<file path="src/rtl/msi_cap_pkg.sv">
package msi_cap_pkg;

  // Register offsets; software depends on these positions.
  localparam logic [11:0] OFS_ADDR_LO = 12'h820;
  localparam logic [11:0] OFS_ADDR_HI = 12'h824;
  localparam logic [11:0] OFS_ENABLE  = 12'h828;
  localparam logic [11:0] OFS_MASK    = 12'h82C;
  localparam logic [11:0] OFS_STATUS  = 12'h830;

  // Strobes from the control decode to the datapath.
  typedef struct packed {
    logic setAddrLo;
    logic setAddrHi;
    logic setEnable;
    logic setMask;
    logic toggleStatus;
    logic ringHit;
  } ctlStrobe_t;

endpackage

</file>
<file path="src/rtl/msi_cap_ctrl.sv">
module msi_cap_ctrl
  import msi_cap_pkg::*;
#(
  parameter int REG_AW = 12,
  parameter int DATA_W = 32,
  parameter int BUS_AW = 64
) (
  input  logic              regWrEn,
  input  logic [REG_AW-1:0] regAddr,
  input  logic              inWrEn,
  input  logic [BUS_AW-1:0] inWrAddr,
  input  logic [DATA_W/8-1:0] inWrBe,
  input  logic              winOn,
  input  logic [BUS_AW-1:0] winBase,
  output ctlStrobe_t        strb
);

  logic fullWord;
  logic addrMatch;

  assign fullWord  = &inWrBe;
  assign addrMatch = (inWrAddr == winBase);

  always_comb begin
    strb              = '0;
    strb.setAddrLo    = regWrEn && (regAddr == REG_AW'(OFS_ADDR_LO));
    strb.setAddrHi    = regWrEn && (regAddr == REG_AW'(OFS_ADDR_HI));
    strb.setEnable    = regWrEn && (regAddr == REG_AW'(OFS_ENABLE));
    strb.setMask      = regWrEn && (regAddr == REG_AW'(OFS_MASK));
    strb.toggleStatus = regWrEn && (regAddr == REG_AW'(OFS_STATUS));
    strb.ringHit      = inWrEn && winOn && addrMatch && fullWord;
  end

endmodule

</file>
<file path="src/rtl/msi_cap_datapath.sv">
module msi_cap_datapath
  import msi_cap_pkg::*;
#(
  parameter int REG_AW = 12,
  parameter int DATA_W = 32,
  parameter int BUS_AW = 64
) (
  input  logic              clk,
  input  logic              rstN,
  input  ctlStrobe_t        strb,
  input  logic [REG_AW-1:0] regAddr,
  input  logic [DATA_W-1:0] regWrData,
  input  logic [DATA_W-1:0] inWrData,
  output logic [DATA_W-1:0] regRdData,
  output logic              winOn,
  output logic [BUS_AW-1:0] winBase,
  output logic              irqOut
);

  localparam int VEC_W = $clog2(DATA_W);

  logic [BUS_AW-1:0] ringAddr;
  logic [DATA_W-1:0] enReg;
  logic [DATA_W-1:0] maskReg;
  logic [DATA_W-1:0] statReg;
  logic [DATA_W-1:0] statNext;
  logic [DATA_W-1:0] ringBits;
  logic [VEC_W-1:0]  vecIdx;
  logic              irqReg;
  logic              irqNext;

  assign vecIdx = inWrData[VEC_W-1:0];

  // One slice per vector: acknowledge toggle first, then the doorbell sets its bit.
  for (genvar i = 0; i < DATA_W; i++) begin : g_vec
    logic afterTog;
    assign ringBits[i] = strb.ringHit && (vecIdx == VEC_W'(i)) && enReg[i];
    assign afterTog    = strb.toggleStatus ? (statReg[i] ^ regWrData[i]) : statReg[i];
    assign statNext[i] = afterTog | ringBits[i];
  end

  always_comb begin
    irqNext = irqReg;
    if (strb.ringHit && (|(statNext & ~maskReg))) begin
      irqNext = 1'b1;
    end else if (strb.toggleStatus && (statNext == '0)) begin
      irqNext = 1'b0;
    end
  end

  always_ff @(posedge clk or negedge rstN) begin
    if (!rstN) begin
      ringAddr <= '0;
      enReg    <= '0;
      maskReg  <= '0;
      statReg  <= '0;
      irqReg   <= 1'b0;
      winOn    <= 1'b0;
      winBase  <= '0;
    end else begin
      if (strb.setAddrLo) ringAddr[DATA_W-1:0]      <= regWrData;
      if (strb.setAddrHi) ringAddr[BUS_AW-1:DATA_W] <= regWrData;
      if (strb.setEnable) begin
        enReg   <= regWrData;
        winOn   <= |regWrData;
        winBase <= ringAddr;
      end
      if (strb.setMask) maskReg <= regWrData;
      statReg <= statNext;
      irqReg  <= irqNext;
    end
  end

  always_comb begin
    case (regAddr)
      REG_AW'(OFS_ADDR_LO): regRdData = ringAddr[DATA_W-1:0];
      REG_AW'(OFS_ADDR_HI): regRdData = ringAddr[BUS_AW-1:DATA_W];
      REG_AW'(OFS_ENABLE):  regRdData = enReg;
      REG_AW'(OFS_MASK):    regRdData = maskReg;
      REG_AW'(OFS_STATUS):  regRdData = statReg;
      default:              regRdData = '0;
    endcase
  end

  assign irqOut = irqReg;

endmodule

</file>
<file path="src/rtl/msi_doorbell_irq.sv">
module msi_doorbell_irq
  import msi_cap_pkg::*;
#(
  parameter int REG_AW = 12,
  parameter int DATA_W = 32
) (
  input  logic                  clk,
  input  logic                  rstN,
  input  logic                  regWrEn,
  input  logic [REG_AW-1:0]     regAddr,
  input  logic [DATA_W-1:0]     regWrData,
  output logic [DATA_W-1:0]     regRdData,
  input  logic                  inWrEn,
  input  logic [2*DATA_W-1:0]   inWrAddr,
  input  logic [DATA_W-1:0]     inWrData,
  input  logic [DATA_W/8-1:0]   inWrBe,
  output logic                  irqOut
);

  localparam int BUS_AW = 2 * DATA_W;

  ctlStrobe_t        strb;
  logic              winOn;
  logic [BUS_AW-1:0] winBase;

  msi_cap_ctrl #(.REG_AW(REG_AW), .DATA_W(DATA_W), .BUS_AW(BUS_AW)) ctrl_i (
    .regWrEn  (regWrEn),
    .regAddr  (regAddr),
    .inWrEn   (inWrEn),
    .inWrAddr (inWrAddr),
    .inWrBe   (inWrBe),
    .winOn    (winOn),
    .winBase  (winBase),
    .strb     (strb)
  );

  msi_cap_datapath #(.REG_AW(REG_AW), .DATA_W(DATA_W), .BUS_AW(BUS_AW)) dp_i (
    .clk       (clk),
    .rstN      (rstN),
    .strb      (strb),
    .regAddr   (regAddr),
    .regWrData (regWrData),
    .inWrData  (inWrData),
    .regRdData (regRdData),
    .winOn     (winOn),
    .winBase   (winBase),
    .irqOut    (irqOut)
  );

endmodule

</file>
<file path="config.mk">
export PLATFORM = sky130hd
export DESIGN_NAME = msi_doorbell_irq
export DESIGN_NICKNAME = d
export VERILOG_FILES = /design/src/rtl/msi_cap_pkg.sv /design/src/rtl/msi_cap_ctrl.sv /design/src/rtl/msi_cap_datapath.sv /design/src/rtl/msi_doorbell_irq.sv
export SDC_FILE = /design/constraint.sdc
export NUM_CORES = 1
export LEC_CHECK = 0
export BUFFER_PORTS_ARGS = -buffer_cell sky130_fd_sc_hd__buf_2
export CAP_MARGIN = 40
export CORE_MARGIN = 3
export CORE_UTILIZATION = 58
export DETAILED_ROUTE_END_ITERATION = 8
export PLACE_DENSITY = 0.84
export SYNTH_ARGS = -nofsm -noshare
export SYNTH_HDL_FRONTEND = slang
export SYNTH_SLANG_ARGS = --single-unit
</file>
<file path="constraint.sdc">
create_clock -name clk -period 3.5 [get_ports clk]
set_clock_uncertainty 0.15 [all_clocks]
set_input_delay 0.175 -clock clk [delete_from_list [all_inputs] [get_ports clk]]
set_output_delay 0.175 -clock clk [all_outputs]
set_load 0.03 [all_outputs]
</file>
==> metrics.cfg <==
[detailed_routing]
drt-vias-per-instance = 6.69
wl_microns = 44200
wl_per_cell_microns = 27.2
num_vias = 10900
antenna_left = 0
route.detailed.drc = 0
drt_first_iter_violations = 1436
detail_route.first_pass.iterations = 6

[placement]
portBuffers = 153
placedCellCount = 1546
gp_routability_congestion = 1.02
placed_area_sq_mm = 0.0137
hpwl_microns = 32200

[setup_path]
worstSetupPathType = input port to flop
cp_max_fo = 20
timing.critical_path.from_type = input port
critical_path_endpoint_category = flop
worstPathArrival_ns = 3.48
worstPathRequired_ns = 3.76

[cells_and_area]
stdcell_count = 1626
layout.area.seq_sq_mm = 0.00566
final_nets = 1482
multiInputGateArea_sq_mm = 0.00656
postLayoutCoreUtil_pct = 70.1
num_antenna_cells = 0
syn2layout_area_growth_pct = 17.9
layout-drive-gt1-share_pct = 30.9
final_area_sq_mm = 0.0148
layout.filler_cells = 1535

[sta]
clock.fmax_mhz = 310
timing.max_slew.rel_slack_pct = 47.7
report.final.slew_viol_count = 0
finalSetupViolCount = 0
min_period_over_period_pct = 92.2
slew_at_the_pin_closest_to_its_max_slew_limit_ns = 0.783
fin_crit_ns = 3.23
finalHoldViolations = 0
rsz0062_at_grt = no
setup_tns_ns = 0

[pwr]
cellInternalPower_mw = 4.27
p_per_area_mw_per_mm2 = 378
swShare_pct = 23.9
power_switching_mw = 1.34
seqPwrFrac_pct = 46.9
combPwrFrac_pct = 7.6
power.total_mw = 5.61
power.static_leakage_nw = 6.83
peakVddDrop_v = 0.000386
power_share_of_the_clock_group_pct = 45.5

[clock_tree]
clockBufferDepth = 3
cts_tree = built
cts.sinks = 226
post_cts_resized = 0
clk_root_buffer_cell = sky130_fd_sc_hd__clkbuf_16
cts_max_level = 1
clk_latency_ns = 0.53
total_setup_buffers_inserted_after_cts = 0
cts_buffers = 23
clk_pin_slew_worst_paths_ns = 0.06

[grt]
grt-ovfl-total = 0
antenna_found_initial = 0
wire_length_of_the_first_global_routing_pass_microns = 67200
globalRouteTotalUtil_pct = 37.1
grt_start_max_net_pins = 89
first_global_vias = 10900

[min_path]
timing.hold.worst.class = input port to flop

[logic_synthesis]
ys_seq_elements = 226
asyncSetResetFlopFracSynth_pct = 100
synth-compound-area-share_pct = 11.4
synth.area.mux_share_pct = 19.1
post_synth_and_or_nand_nor_area_fraction_pct = 15.4
yosys_warnings = 0
mappedNetlistNets = 1310
synth_cell_types = 67
postSynthAreaPerCell_sq_um = 10.8
netlist_instances = 1162
synth-xor-area-share_pct = 5.92
synth_top_family_by_area = multiplexers
synth.yosys.seq_area_share_pct = 45.0
synthFlopType = sky130_fd_sc_hd__dfrtp_1
number_of_enable_flip_flop_cells_after_synthesis = 0
synth.cell_area_sq_mm = 0.0126
post_synth_fa_ha_maj_area_fraction_pct = 0

[floorplan]
fp.dieH_microns = 153
floorplan.die_area_sq_mm = 0.0235
die_w_microns = 153
io-pin-count = 181
number_of_rows_in_the_core_area = 53
core_area_sq_mm = 0.0212
initial_utilization_pct = 59.5

[run]
cap_viol_max_count = 0

[run_status]
status = finished, final reports clean

==> layout make-up <==
type | count | share of cell area, %
clock buffer | 34 | 4.56
clock inverter | 8 | 0.675
inverter | 24 | 0.607
sequential | 226 | 38.1
timing repair buffer | 221 | 9.48
multi-input combinational | 838 | 44.2
tap | 275 | 2.32
==> layout by cell type, fill, tap and decap left out, drive strengths merged, types with 32 or more instances in the layout <==
cell type | synthesis | routed
clkbuf | 53 | 34
dlygate4sd3 | 0 | 38
o21ai | 57 | 57
nand2b | 39 | 39
nand4 | 39 | 39
a22oi | 33 | 33
dfrtp | 226 | 226
nand2 | 62 | 62
mux2 | 211 | 211
buf | 21 | 183
xnor2 | 59 | 59
nor2 | 65 | 65
a221o | 32 | 32
==> per-layer routing <==
metal / routed length, microns / vias up / global-route usage, %
li1: - / 4671 / -
met1: 17400 / 5344 / 51.3
met2: 20000 / 725 / 57.7
met3: 4440 / 138 / 6.71
met4: 2340 / 0 / 16.5
met5: 0 / - / 0
==> timing repair <==
item | CTS | global route
hold buffers | 38 | 0
endpoints found under the setup margin | 0 | 0
endpoints found under the hold margin | 222 | 0
==> cell usage after synthesis (all sizes together) (4+ instances only) <==
library cell | n | area [sq um]
nand2b | 39 | 244
nor2b | 13 | 81.3
or4 | 5 | 37.5
o221ai | 4 | 35.0
and3b | 4 | 35.0
nor3 | 15 | 75.1
nor4 | 29 | 194
xor2 | 26 | 228
nand3b | 6 | 45.0
o2bb2ai | 4 | 35.0
inv | 24 | 90.1
nand4b | 5 | 43.8
o2111ai | 10 | 87.6
nor2 | 65 | 244
clkbuf | 53 | 199
or4bb | 11 | 124
a22oi | 33 | 248
a21oi | 7 | 35.0
o31ai | 6 | 45.0
nand3 | 24 | 120
o22a | 5 | 43.8
nand2 | 62 | 235
xnor2 | 59 | 517
mux2 | 211 | 2380
nand4 | 39 | 244
dfrtp | 226 | 5660
a221o | 32 | 320
a31oi | 6 | 37.5
o22ai | 5 | 31.3
o21ai | 57 | 285
nor3b | 5 | 48.8
and3 | 4 | 25.0
buf | 21 | 108
==> logic make-up after synthesis <==
logic type	Yosys count
AOI/OAI and AO/OA	196
xor gates and xnor gates	85
buffers and inverters	98
DFF	226
muxes	214
and+or+nand+nor	343
==> registers in the layout, indices dropped and copies added (netlist names) <==
name           cells
dp_i.statReg      32
dp_i.winOn         1
dp_i.winBase      64
dp_i.irqOut        1
dp_i.maskReg      32
dp_i.ringAddr     64
dp_i.enReg        32
==> metrics by stage <==
step | hold slack, ns | setup slack, ns
after floorplan | -0.271 | 0.677
after global placement | 0.0726 | 0.214
after detailed placement | 0.0763 | 0.158
after CTS | 0.0426 | 0.379
after global routing | 0.0700 | 0.143
final | 0.0453 | 0.273
==> path summary, 6_finish.rpt <==
path,startpoint,endpoint,slack [ns],cells past startpoint
min in group asynchronous,rstN,dp_i.enReg[21],0.07,2
worst min-delay path,regAddr[4],dp_i.ringAddr[62],0.05,5
max in group asynchronous,rstN,dp_i.maskReg[5],2.08,3
worst max-delay path,regWrEn,dp_i.irqOut,0.27,10
worst max register to register,dp_i.winBase[54],dp_i.irqOut,0.34,8
worst min register to register,dp_i.irqOut,dp_i.irqOut,0.38,1
==> critical path: stages <==
cell                            delay (ns)
sky130_fd_sc_hd__dlygate4sd3_1        0.53
sky130_fd_sc_hd__buf_2                0.31
sky130_fd_sc_hd__or4bb_1              0.47
sky130_fd_sc_hd__or4_1                0.45
sky130_fd_sc_hd__o21ai_0              0.20
sky130_fd_sc_hd__a21oi_1              0.12
sky130_fd_sc_hd__a2111oi_0            0.59
sky130_fd_sc_hd__nand4_1              0.18
sky130_fd_sc_hd__nor4_1               0.34
sky130_fd_sc_hd__o2bb2ai_1            0.11
==> power groups by stage <==
stage	Combinational, mW	Sequential [mW]	Clock [mW]
floorplan	0.150	2.68	0
global placement	0.376	2.68	0
detailed placement	0.380	2.68	0
CTS	0.414	2.63	2.56
global route	0.453	2.63	2.68
finish	0.425	2.63	2.55
Power figures use the tool's default switching activity.
